### src/rtl/sp_pkg.sv
package sp_pkg;
  localparam int unsigned RAW_W  = 32;
  localparam int unsigned HALF_W = 16;

  // lanes of a byte whose bit index has bit k set
  function automatic logic [7:0] lane_mask(input int k);
    logic [7:0] m;
    for (int b = 0; b < 8; b++) m[b] = ((b >> k) & 1) == 1;
    return m;
  endfunction
endpackage

### src/rtl/sp_terms.sv
module sp_terms #(
  parameter int IDX_W = 9,
  parameter int NW    = 12
) (
  input  logic [7:0]       din,
  input  logic [IDX_W-1:0] idx,
  output logic [NW-1:0]    ev_t,
  output logic [NW-1:0]    od_t
);
  import sp_pkg::*;

  logic par;
  assign par = ^din;

  genvar k;
  generate
    for (k = 0; k < NW; k++) begin : g_w
      if (k < 3) begin : g_lane
        assign od_t[k] = ^(din &  lane_mask(k));
        assign ev_t[k] = ^(din & ~lane_mask(k));
      end else begin : g_byte
        assign od_t[k] =  idx[k-3] & par;
        assign ev_t[k] = ~idx[k-3] & par;
      end
    end
  endgenerate
endmodule

### src/rtl/sp_seq.sv
module sp_seq #(
  parameter int SECTOR_BYTES = 512,
  parameter int SECTORS      = 4,
  parameter int IDX_W        = 9,
  parameter int SLOT_W       = 2
) (
  input  logic              clk,
  input  logic              rst_n,
  input  logic              clr,
  input  logic              take,
  output logic [IDX_W-1:0]  idx,
  output logic [SLOT_W-1:0] slot,
  output logic              last,
  output logic              sector_done,
  output logic              page_done
);
  localparam logic [IDX_W-1:0]  IDX_LAST  = IDX_W'(SECTOR_BYTES - 1);
  localparam logic [SLOT_W-1:0] SLOT_LAST = SLOT_W'(SECTORS - 1);

  logic [IDX_W-1:0]  idx_d;
  logic [SLOT_W-1:0] slot_d;
  logic              sd_d, pd_d;

  assign last = take && (idx == IDX_LAST);

  always_comb begin
    idx_d  = idx;
    slot_d = slot;
    sd_d   = 1'b0;
    pd_d   = 1'b0;
    if (clr) begin
      idx_d  = '0;
      slot_d = '0;
    end else if (last) begin
      idx_d  = '0;
      slot_d = (slot == SLOT_LAST) ? '0 : slot + 1'b1;
      sd_d   = 1'b1;
      pd_d   = (slot == SLOT_LAST);
    end else if (take) begin
      idx_d  = idx + 1'b1;
    end
  end

  always_ff @(posedge clk or negedge rst_n) begin
    if (!rst_n) begin
      idx         <= '0;
      slot        <= '0;
      sector_done <= 1'b0;
      page_done   <= 1'b0;
    end else begin
      idx         <= idx_d;
      slot        <= slot_d;
      sector_done <= sd_d;
      page_done   <= pd_d;
    end
  end
endmodule

### src/rtl/sp_bank.sv
module sp_bank #(
  parameter int SECTORS = 4,
  parameter int SLOT_W  = 2,
  parameter int W       = 24
) (
  input  logic              clk,
  input  logic              rst_n,
  input  logic              clr,
  input  logic              wr,
  input  logic [SLOT_W-1:0] wslot,
  input  logic [W-1:0]      wdata,
  input  logic [SLOT_W-1:0] rsel,
  output logic [W-1:0]      rdata
);
  logic [W-1:0] slot_v [SECTORS];

  genvar s;
  generate
    for (s = 0; s < SECTORS; s++) begin : g_slot
      logic [W-1:0] q;
      logic         we;
      assign we = wr && (wslot == SLOT_W'(s));
      always_ff @(posedge clk or negedge rst_n) begin
        if (!rst_n)   q <= '0;
        else if (clr) q <= '0;
        else if (we)  q <= wdata;
      end
      assign slot_v[s] = q;
    end
  endgenerate

  always_comb begin
    rdata = '0;
    for (int i = 0; i < SECTORS; i++)
      if (rsel == SLOT_W'(i)) rdata = slot_v[i];
  end
endmodule

### src/rtl/sector_parity_page.sv
module sector_parity_page #(
  parameter int SECTOR_BYTES = 512,
  parameter int SECTORS      = 4,
  localparam int IDX_W  = $clog2(SECTOR_BYTES),
  localparam int NW     = IDX_W + 3,
  localparam int SLOT_W = (SECTORS > 1) ? $clog2(SECTORS) : 1,
  localparam int CODE_W = 2 * NW
) (
  input  logic              clk,
  input  logic              rst_n,
  input  logic              clr,
  input  logic              en,
  input  logic              din_vld,
  input  logic [7:0]        din,
  input  logic [SLOT_W-1:0] rd_sel,
  output logic [31:0]       rd_word,
  output logic [CODE_W-1:0] rd_code,
  output logic              sector_done,
  output logic              page_done
);
  import sp_pkg::*;
  localparam int PAD = HALF_W - NW;

  // reset: asserted at once, released on the clock
  logic [1:0] rst_sync;
  logic       rst_n_i;
  always_ff @(posedge clk or negedge rst_n) begin
    if (!rst_n) rst_sync <= 2'b00;
    else        rst_sync <= {rst_sync[0], 1'b1};
  end
  assign rst_n_i = rst_sync[1];

  logic              take, last;
  logic [IDX_W-1:0]  idx;
  logic [SLOT_W-1:0] slot;
  logic [NW-1:0]     ev_t, od_t, ev_q, od_q, ev_n, od_n, ev_d, od_d;
  logic [CODE_W-1:0] rd_raw;

  assign take = din_vld && en && !clr;

  sp_seq #(.SECTOR_BYTES(SECTOR_BYTES), .SECTORS(SECTORS),
           .IDX_W(IDX_W), .SLOT_W(SLOT_W)) u_seq (
    .clk(clk), .rst_n(rst_n_i), .clr(clr), .take(take), .idx(idx),
    .slot(slot), .last(last), .sector_done(sector_done), .page_done(page_done));

  sp_terms #(.IDX_W(IDX_W), .NW(NW)) u_terms (
    .din(din), .idx(idx), .ev_t(ev_t), .od_t(od_t));

  assign ev_n = ev_q ^ ev_t;
  assign od_n = od_q ^ od_t;

  always_comb begin
    ev_d = ev_q;
    od_d = od_q;
    if (clr || last) begin
      ev_d = '0;
      od_d = '0;
    end else if (take) begin
      ev_d = ev_n;
      od_d = od_n;
    end
  end

  always_ff @(posedge clk or negedge rst_n_i) begin
    if (!rst_n_i) begin
      ev_q <= '0;
      od_q <= '0;
    end else begin
      ev_q <= ev_d;
      od_q <= od_d;
    end
  end

  sp_bank #(.SECTORS(SECTORS), .SLOT_W(SLOT_W), .W(CODE_W)) u_bank (
    .clk(clk), .rst_n(rst_n_i), .clr(clr), .wr(last), .wslot(slot),
    .wdata({od_n, ev_n}), .rsel(rd_sel), .rdata(rd_raw));

  // slot layout: {odd terms, even terms}
  assign rd_word = {{PAD{1'b0}}, rd_raw[CODE_W-1:NW], {PAD{1'b0}}, rd_raw[NW-1:0]};
  assign rd_code = {rd_raw[CODE_W-1:CODE_W-4], rd_raw[NW-1:NW-4],
                    rd_raw[NW+7:NW], rd_raw[7:0]};
endmodule

### config.mk
export PLATFORM = sky130hd
export DESIGN_NAME = sector_parity_page
export DESIGN_NICKNAME = d
export VERILOG_FILES = /design/src/rtl/sp_pkg.sv /design/src/rtl/sp_terms.sv /design/src/rtl/sp_seq.sv /design/src/rtl/sp_bank.sv /design/src/rtl/sector_parity_page.sv
export SDC_FILE = /design/constraint.sdc
export NUM_CORES = 1
export LEC_CHECK = 0
export ABC_CLOCK_PERIOD_IN_PS = 9800
export BUFFER_PORTS_ARGS = -buffer_cell sky130_fd_sc_hd__clkbuf_2
export CORE_ASPECT_RATIO = 0.75
export CORE_MARGIN = 2
export CORE_UTILIZATION = 40
export CTS_BUF_LIST = sky130_fd_sc_hd__clkbuf_4 sky130_fd_sc_hd__clkbuf_8
export DETAILED_ROUTE_END_ITERATION = 12
export GPL_ROUTABILITY_DRIVEN = 0
export PLACE_DENSITY = 0.6
export SYNTH_ARGS = -nofsm -noshare
export SYNTH_HDL_FRONTEND = slang
export SYNTH_HIERARCHICAL = 1
export SYNTH_SLANG_ARGS = --single-unit
### constraint.sdc
create_clock -name clk -period 9.8 [get_ports clk]
set_input_delay 0 -clock clk [delete_from_list [all_inputs] [get_ports clk]]
set_output_delay 0 -clock clk [all_outputs]
set_load 0.02 [all_outputs]
# Word level (Yosys, flattened, before mapping)
# Cells that the tools add are included.
# totals
register_bits,135
output_inout_bits,58
wordCells,100
# op_classes
n_addsub,2
eq_ne,7
n_mux,26
bitwise_logic,29
reduce_logical,25
# ops
operator,count
2-to-1 mux 24 bit,12
parity 8 bit,7
2-to-1 mux 12 bit,4
2-to-1 mux 9 bit,3
bitwise XOR 12 bit,2
bitwise AND 1 bit,18
nonzero test 2 bit,6
"adder 9 x 1 -> 9 bit, second input constant",1
"== test 9 bit, second input constant",1
NOT 1 bit,9
"== test 2 bit, second input constant",4
logical AND 1 bit,7
2-to-1 mux 2 bit,3
"== test 2 x 1 -> 1 bit, second input constant",2
zero test 2 bit,2
2-to-1 mux 1 bit,4
nonzero test 3 bit,1
"adder 2 x 1 -> 2 bit, second input constant",1
zero test 1 bit,1
logical OR 1 bit,1

# Logic depth before layout (Yosys ltp)
# Gate-level depths: netlist (run 1).
# depth
word_depth,6
ltp_mapped,11
depth_no_buf,8

# By module
# The synthesis (run 1) kept the hierarchy.
# by_module_without_submodules
mod,instances,cells_per_inst,area_each_um2,seq_area_each_um2
sp_bank,1,372,4848.4,2402.3
sector_parity_page,1,198,1941.9,650.6
sp_seq,1,62,633.1,325.3
sp_terms,1,35,264.0,0.0

# Least setup slack after synthesis (run 1)
# Ideal clock, no wire load.
# synth_path
kind,register -> register
from,register u_seq.idx[2]
to,register u_bank.g_slot[0].q[12]
setup_ns,0.125
t_arrival_ns,1.976
t_required_ns,9.675
slack_ns,7.699
stages_incl_launch_ff,10
n_path_buf,2
synth_period_minus_slack_ns,2.101
path_cell_list,dfrtp_1 > nand4_2 > nor3_1 > ha_1 > nand2_1 > inv_1 > or3b_1 > buf_2 > buf_6 > mux2i_1
# synth_via
elab_chain_len,4
# synth_lines
element,line_no,source
start: declaration,sp_seq.sv:11,"output logic [IDX_W-1:0] idx,"
start signal: assignment,sp_seq.sv:51,idx <= idx_d;
== test 9 bit,sp_seq.sv:24,assign last = take && (idx == IDX_LAST);
logical AND 1 bit,sp_seq.sv:24,
named net last,sector_parity_page.sv:33,"logic take, last;"
logical AND 1 bit,sp_bank.sv:22,assign we = wr && (wslot == SLOT_W'(s));
nonzero test 2 bit (no source line),-,
end signal: assignment,sp_bank.sv:26,else if (we) q <= wdata;
end: declaration,sp_bank.sv:20,logic [W-1:0] q;
# The timed path passes the listed nets, and every way through them passes these cells.
# A chain may end at the register's enable or synchronous reset.

# Worst setup path in the final report (run 1)
# layout_path
from,register u_seq.idx[0]
to,register u_bank.g_slot[1].q[9]
# layout_via
elab_chain_len,4
# layout_lines
element,line_no
== test 9 bit,sp_seq.sv:24
logical AND 1 bit,sp_seq.sv:24
named net last,sector_parity_page.sv:33
logical AND 1 bit,sp_bank.sv:22
nonzero test 2 bit (no source line),-
end signal: assignment,sp_bank.sv:26
end: declaration,sp_bank.sv:20
# The timed path passes the listed nets, and every way through them passes these cells.

==> impl_metrics.toml, run 1 <==
[outcome]
run_status = "finished, final reports clean"

[timing]
final-hold-violation-count = 0
slew_violations = 0
slew_headroom_pct = 28.07
layout_min_cycle_time_ns = 2.832
post_route_clock_period_utilization_pct = 28.90
setup_repair_after_global_routing_missed_its_margin = "false"
totalNegativeSetupSlack_ns = 0
slew_worst_pin_ns = 1.079
finalClockSkew_ns = 0.01312
fmax_mhz = 353.1
setup_viol_count_final = 0

[critical_path]
cp_data_arrival_time_ns = 3.21
setup.worst_path.class = "reg -> reg"
critPathLaunchType = "register"
timing.critical_path.to_type = "register"
cp.required_ns = 10.18
worst-path-max-fanout = 54
worst_r2r_path_depth = 10

[cells_and_area]
finalNetCount = 705
post_route_cells_drive_above_1_share_pct = 22.57
layout_commonest_cell = "sky130_fd_sc_hd__dfrtp_1"
commonest_cells_after_routing_fill_and_taps_aside = "sky130_fd_sc_hd__dfrtp_1 (134), sky130_fd_sc_hd__nand2b_1 (123), sky130_fd_sc_hd__mux2i_1 (97), sky130_fd_sc_hd__clkbuf_2 (63), sky130_fd_sc_hd__xor2_1 (29)"
area_delta_synth_final_pct = 8.268
num_antenna_cells = 0

[detailed_routing]
ant_nets = 0
vias = 4852
dr.pass1.iters = 4
viasPerCell = 5.124
post-route-drc-count = 0
routed-wl-met3_um = 533
wl_met1_um = 7951
routed.top_layer = "met4"
met2_routed_length_um = 7501
routed_wirelength_um = 16160
wl_per_cell_um = 17.07
dr.first_iter.drc_count = 357

[place]
port_buffers = 64
hpwl_um = 10290

[floorplan]
die_width_um = 164.1
start_util_pct = 41.18
placeableCoreArea_um2 = 18670
die_h_um = 124.1
placement_rows = 43
dieArea_um2 = 20350
num_io_pins = 73

[global_routing]
grt_start_max_net_pins = 127
wire_length_of_the_first_global_routing_pass_um = 26570
antenna_found_initial = 0
grt_pass1_vias = 4973
grt.total_usage_pct = 17.19
gr-total-overflow = 0

[clock_network]
clkLatencyLatePin_ns = 0.46
cts.sinks = 135
post_cts_resize_count = 0
cts-root-buf = "sky130_fd_sc_hd__clkbuf_8"
cts_inserted_buffers = 17
clkTransAtPathRegs_ns = 0.08
tritoncts = "built"
clock_tree.buffer_depth = 2
cts.htree.levels = 4

[logic_synthesis]
post_synth_inst_count = 667
synth.ff_latch_count = 135
yosys.cell_types.count = 37
syn_avg_cell_area_um2 = 11.53
synth.yosys.warnings = 6
synth-seq-area-share_pct = 43.95
synth_area_um2 = 7687

[power]
power_leakage_nw = 4.148
internal_power_mw = 0.8844
power.density_cell_area_nw_per_um2 = 147.7
p_comb_share_pct = 12.9
seq_power_share_pct = 46.9
fin_total_pwr_mw = 1.229
net_sw_share_pct = 28.05
total_switching_power_mw = 0.3447
ir_drop_v = 0.00006148
power.share.clock_pct = 40.2

[job]
cap_violations = 0

[min_path]
whs_path_depth = 5
worst_hold_path_type = "in -> reg"
[power groups by stage]
stage	combinational, mW	sequential [mW]	clock [mW]
after CTS	0.161	0.577	0.510
after floorplan	0.122	0.589	0
after global placement	0.156	0.587	0
after global routing	0.176	0.579	0.532
final	0.158	0.577	0.494
after detailed placement	0.159	0.588	0
[layer usage]
metal / vias up / global-route usage [%]
met5: - / 0
met4: 0 / 5.647
met3: 16 / 3.763
met2: 85 / 26.88
met1: 2468 / 23.84
li1: 2283 / -
[what timing repair did]
action | CTS | global route
hold endpoints to repair | 3 | 0
hold buffers | 3 | 0
setup buffers | 0 | 0
[final cells by class]
cell class,count,area [um^2]
clock buffers,18,247.7
clock inverters,14,175.2
fillers,1700,10350
inverters,3,11.26
multi-input cells,456,3792
flip-flops and latches,135,3382
well taps,247,309.0
repair buffers,74,405.4
[per-stage QoR]
stage | std cells | area, um^2 | hold slack, ns | setup WS [ns] | util [%]
5_1_grt | 947 | 8323 | 0.2074 | 6.733 | 44.58
2_1_floorplan | 674 | 7714 | -0.2956 | 5.760 | -
3_5_place_dp | 912 | 7870 | -0.2125 | 6.988 | 42.16
4_1_cts | 947 | 8323 | 0.1569 | 6.985 | 44.58
3_3_place_gp | 912 | 7870 | -0.2124 | 7.086 | 42.16
6_report | 947 | 8323 | 0.1888 | 6.968 | 44.58
[path summary, 6_finish.rpt]
check                                    startpoint                           endpoint  slack [ns]
max                        u_seq/idx[0]$_DFFE_PN0P_  u_bank/g_slot[1].q[9]$_DFFE_PN0P_        6.97
min                                          din[4]                ev_q[1]$_DFFE_PN0P_        0.19
max reg2reg                u_seq/idx[0]$_DFFE_PN0P_  u_bank/g_slot[1].q[9]$_DFFE_PN0P_        6.97
min reg2reg                   rst_sync[0]$_DFF_PN0_              rst_sync[1]$_DFF_PN0_        0.36
max in group asynchronous     rst_sync[1]$_DFF_PN0_           u_seq/idx[7]$_DFFE_PN0P_        7.92
min in group asynchronous                     rst_n              rst_sync[1]$_DFF_PN0_        0.39
[worst max-delay path, stage by stage, from the launching register on]
cell and delay (ns):
sky130_fd_sc_hd__dfrtp_1 0.48, sky130_fd_sc_hd__ha_1 0.21, sky130_fd_sc_hd__nand2_1 0.06, sky130_fd_sc_hd__nor3_1 0.15, sky130_fd_sc_hd__ha_1 0.23, sky130_fd_sc_hd__nand2_1 0.15, sky130_fd_sc_hd__inv_1 0.10, sky130_fd_sc_hd__buf_4 0.45
sky130_fd_sc_hd__and3b_1 0.23, sky130_fd_sc_hd__buf_4 0.41, sky130_fd_sc_hd__mux2i_1 0.26
[cells by family (layout without fill, tap and decap cells)]
logic type	after synthesis	count (layout)	share of synthesized area (%)
multiplexers	145	145	23.27
adder cells (fa/ha/maj)	3	3	0.4883
buffers and inverters	83	109	7.064
flip-flops	135	135	43.95
XOR/XNOR	43	43	5.290
other	2	9	0.09769
AO/OA/AOI/OAI	14	14	1.025
AND/OR/NAND/NOR	242	242	18.82
[synthesized netlist by cell type]
cell type | count | area [um^2]
sky130_fd_sc_hd__buf_1 | 1 | 3.750
sky130_fd_sc_hd__xnor2_2 | 3 | 48.80
sky130_fd_sc_hd__nand2_1 | 5 | 18.77
sky130_fd_sc_hd__inv_1 | 3 | 11.26
sky130_fd_sc_hd__buf_2 | 15 | 75.07
sky130_fd_sc_hd__dfrtp_1 | 135 | 3378
sky130_fd_sc_hd__xor2_2 | 1 | 16.27
sky130_fd_sc_hd__and2_1 | 10 | 62.56
sky130_fd_sc_hd__nand3_1 | 27 | 135.1
sky130_fd_sc_hd__clkbuf_1 | 15 | 56.30
sky130_fd_sc_hd__mux2i_1 | 97 | 970.9
sky130_fd_sc_hd__o211ai_1 | 1 | 7.510
sky130_fd_sc_hd__and3b_1 | 1 | 8.760
sky130_fd_sc_hd__conb_1 | 2 | 7.510
sky130_fd_sc_hd__clkbuf_8 | 1 | 13.76
sky130_fd_sc_hd__o31ai_1 | 1 | 7.510
sky130_fd_sc_hd__buf_4 | 42 | 315.3
sky130_fd_sc_hd__xnor2_1 | 10 | 87.58
sky130_fd_sc_hd__or4_1 | 1 | 7.510
sky130_fd_sc_hd__nand2b_1 | 123 | 769.5
sky130_fd_sc_hd__nor2_1 | 16 | 60.06
sky130_fd_sc_hd__or3_2 | 1 | 7.510
sky130_fd_sc_hd__or3_1 | 2 | 12.51
sky130_fd_sc_hd__xor2_1 | 29 | 254.0
sky130_fd_sc_hd__nor3_1 | 25 | 125.1
sky130_fd_sc_hd__nor3b_1 | 25 | 187.7
sky130_fd_sc_hd__mux4_2 | 24 | 540.5
sky130_fd_sc_hd__nand3b_1 | 4 | 30.03
sky130_fd_sc_hd__or3b_1 | 1 | 8.760
sky130_fd_sc_hd__a21oi_1 | 7 | 35.03
sky130_fd_sc_hd__mux2_4 | 2 | 30.03
sky130_fd_sc_hd__o21ai_0 | 4 | 20.02
sky130_fd_sc_hd__ha_1 | 3 | 37.54
sky130_fd_sc_hd__o2111ai_1 | 1 | 8.760
sky130_fd_sc_hd__mux2_2 | 22 | 247.7
sky130_fd_sc_hd__nand4_2 | 1 | 12.51
sky130_fd_sc_hd__buf_6 | 6 | 67.56
[registers in the layout, indices dropped and copies added, names as in the netlist]
register / cells
u_seq/sector_done: 1
u_seq/slot: 2
u_seq/idx: 9
rst_sync: 2
u_seq/page_done: 1
od_q: 12
ev_q: 12
u_bank/g_slot.q: 96
Note: power is estimated with default switching activity, not from simulation.
==> inputs of run 2 (changes only) <==
--- a/config.mk
+++ b/config.mk
@@ -5,7 +5,7 @@
 export SDC_FILE = /design/constraint.sdc
 export NUM_CORES = 1
 export LEC_CHECK = 0
-export ABC_CLOCK_PERIOD_IN_PS = 9800
+export ABC_CLOCK_PERIOD_IN_PS = 2800
 export BUFFER_PORTS_ARGS = -buffer_cell sky130_fd_sc_hd__clkbuf_2
 export CORE_ASPECT_RATIO = 0.75
 export CORE_MARGIN = 2
==> constraint.sdc (replaced) <==
create_clock -name clk -period 2.8 [get_ports clk]
set_input_delay 0 -clock clk [delete_from_list [all_inputs] [get_ports clk]]
set_output_delay 0 -clock clk [all_outputs]
set_load 0.02 [all_outputs]
==> impl_metrics.toml, run 2 (synthesis gave the netlist of run 1 again) <==
[outcome]
run_status = "finished, final reports clean"

[timing]
final-hold-violation-count = 0
slew_violations = 0
slew_worst_pin_ns = 1.136
totalNegativeSetupSlack_ns = 0
finalClockSkew_ns = 0.01503
setup_viol_count_final = 0
slew_headroom_pct = 24.23
layout_min_cycle_time_ns = 2.413
fmax_mhz = 414.3
holdWs_ns = 0.07476
setup_repair_after_global_routing_missed_its_margin = "false"
post_route_clock_period_utilization_pct = 86.20

[floorplan]
num_io_pins = 73
die_width_um = 164.1
start_util_pct = 41.18
placeableCoreArea_um2 = 18670
dieArea_um2 = 20350
die_h_um = 124.1
placement_rows = 43

[detailed_routing]
routed_wirelength_um = 16210
viasPerCell = 5.103
ant_nets = 0
dr.pass1.iters = 4
dr.first_iter.drc_count = 319
post-route-drc-count = 0
vias = 4878
wl_per_cell_um = 16.96

[cells_and_area]
top_register = "u_bank/g_slot.q"
ff_latch_area_um2 = 3382
largest_register_ffs = 96
layout_top_registers = "u_bank/g_slot.q (96), ev_q (12), od_q (12)"
area_delta_synth_final_pct = 9.603
n_fill_cell = 1721
finalNetCount = 715
post-route-cell-area_um2 = 8426
commonest_cells_after_routing_fill_and_taps_aside = "sky130_fd_sc_hd__dfrtp_1 (134), sky130_fd_sc_hd__nand2b_1 (123), sky130_fd_sc_hd__mux2i_1 (97), sky130_fd_sc_hd__clkbuf_2 (63), sky130_fd_sc_hd__xor2_1 (29)"
post_route_cells_drive_above_1_share_pct = 23.55
multiInputGateArea_um2 = 3792
layout_commonest_cell = "sky130_fd_sc_hd__dfrtp_1"
num_antenna_cells = 0

[critical_path]
timing.critical_path.slowest_cell_delay_ns = 0.48
critical_path.n_buffers_inverters = 3
worst_path_max_delay_cell = "sky130_fd_sc_hd__dfrtp_1"
critPathLaunchType = "register"
worst-path-max-fanout = 21
setup.worst_path.class = "reg -> reg"
cp.required_ns = 3.16
timing.critical_path.to_type = "register"
critPathTopFamily = "simple AND/OR/NAND/NOR gates"
path_cells = "nand4_2 -> nor3_1 -> ha_1 -> nand2_1 -> inv_1 -> buf_4 -> and3b_1 -> buf_12 -> mux2i_1"
cp_data_arrival_time_ns = 2.77

[power]
ir_drop_v = 0.0002108
p_comb_share_pct = 13.3
power_leakage_nw = 4.210
total_switching_power_mw = 1.172
seq_power_share_pct = 47.0
net_sw_share_pct = 27.33
power.density_cell_area_nw_per_um2 = 509.0
fin_total_pwr_mw = 4.288
internal_power_mw = 3.116
power.share.clock_pct = 39.7

[clock_network]
cts.htree.levels = 4
cts_inserted_buffers = 17
clkTransAtPathRegs_ns = 0.08
post_cts.repair.setup_buffers = 0
cts-root-buf = "sky130_fd_sc_hd__clkbuf_8"
post_cts_resize_count = 0
clkLatencyLatePin_ns = 0.44
cts.sinks = 135
clock_tree.buffer_depth = 2
tritoncts = "built"

[job]
cap_violations = 0

[min_path]
worst_hold_path_type = "in -> reg"

[global_routing]
antenna_found_initial = 0
wire_length_of_the_first_global_routing_pass_um = 26770
grt_pass1_vias = 5044
grt.total_usage_pct = 17.25
gr-total-overflow = 0
grt_start_max_net_pins = 141

[place]
placed_cell_area_um2 = 7983
hpwl_um = 10620
port_buffers = 64
[run 2: cell count changes in the layout (fill, tap and decap cells not counted), sizes merged]
cell      delta
buf         +10
clkbuf       +2
clkinv       -1
clkinvlp     -1
inv          -1
[run 2: path summary, 6_finish.rpt]
kind,startpoint,endpoint,depth (start not counted),slack [ns]
worst max-delay path,u_seq/idx[2]$_DFFE_PN0P_,u_bank/g_slot[1].q[7]$_DFFE_PN0P_,9,0.39
worst min-delay path,en,u_seq/slot[1]$_DFFE_PN0P_,6,0.07
worst max register to register,u_seq/idx[2]$_DFFE_PN0P_,u_bank/g_slot[1].q[7]$_DFFE_PN0P_,9,0.39
worst min register to register,rst_sync[0]$_DFF_PN0_,rst_sync[1]$_DFF_PN0_,0,0.36
max in group asynchronous,rst_sync[1]$_DFF_PN0_,u_bank/g_slot[2].q[12]$_DFFE_PN0P_,1,1.65
min in group asynchronous,rst_n,rst_sync[1]$_DFF_PN0_,3,0.41
[run 2: worst reg2reg max path, cell delays in order, from the launching register on]
cell	delay, ns
sky130_fd_sc_hd__dfrtp_1	0.48
sky130_fd_sc_hd__nand4_2	0.18
sky130_fd_sc_hd__nor3_1	0.21
sky130_fd_sc_hd__ha_1	0.24
sky130_fd_sc_hd__nand2_1	0.16
sky130_fd_sc_hd__inv_1	0.15
sky130_fd_sc_hd__buf_4	0.23
sky130_fd_sc_hd__and3b_1	0.23
sky130_fd_sc_hd__buf_12	0.21
sky130_fd_sc_hd__mux2i_1	0.24
[run 2: metrics by stage]
step                      utilization, %  worst slack [ns]  instances
after floorplan                        -            0.5551        674
after global placement             42.76            0.5557        922
after detailed placement           42.76            0.4373        922
after CTS                          45.13            0.4228        956
after global routing               45.13            0.2112        956
final                              45.13            0.3865        956
[run 2: area by class of cell]
class	count	share of cell area, %
Clock buffer	20	3.119
Clock inverter	11	1.782
Inverter	3	0.1337
Multi-Input combinational cell	456	45.01
Sequential cell	135	40.14
Tap cell	247	3.668
Timing Repair Buffer	84	6.148
[run 2: power groups by stage]
stage	Sequential, mW	Clock [mW]	Combinational (mW)
final	2.02	1.70	0.569
after global placement	2.05	0	0.568
after detailed placement	2.06	0	0.577
after CTS	2.02	1.76	0.582
after floorplan	2.06	0	0.426
after global routing	2.02	1.84	0.630
[run 2: metal layers]
metal / vias up / global-route usage [%] / routed length, um / share of wire (%)
met1: 2474 / 23.29 / 7813 / 48
met2: 91 / 28.09 / 7797 / 48
met4: 0 / 6.743 / 91 / 0.56
met3: 6 / 2.697 / 509 / 3.1
li1: 2307 / - / - / -
met5: - / 0 / 0 / 0
[run 2: what timing repair did]
item	CTS	global route
endpoints found under the setup margin	0	0
hold buffers	3	0
hold endpoints to repair	4	0
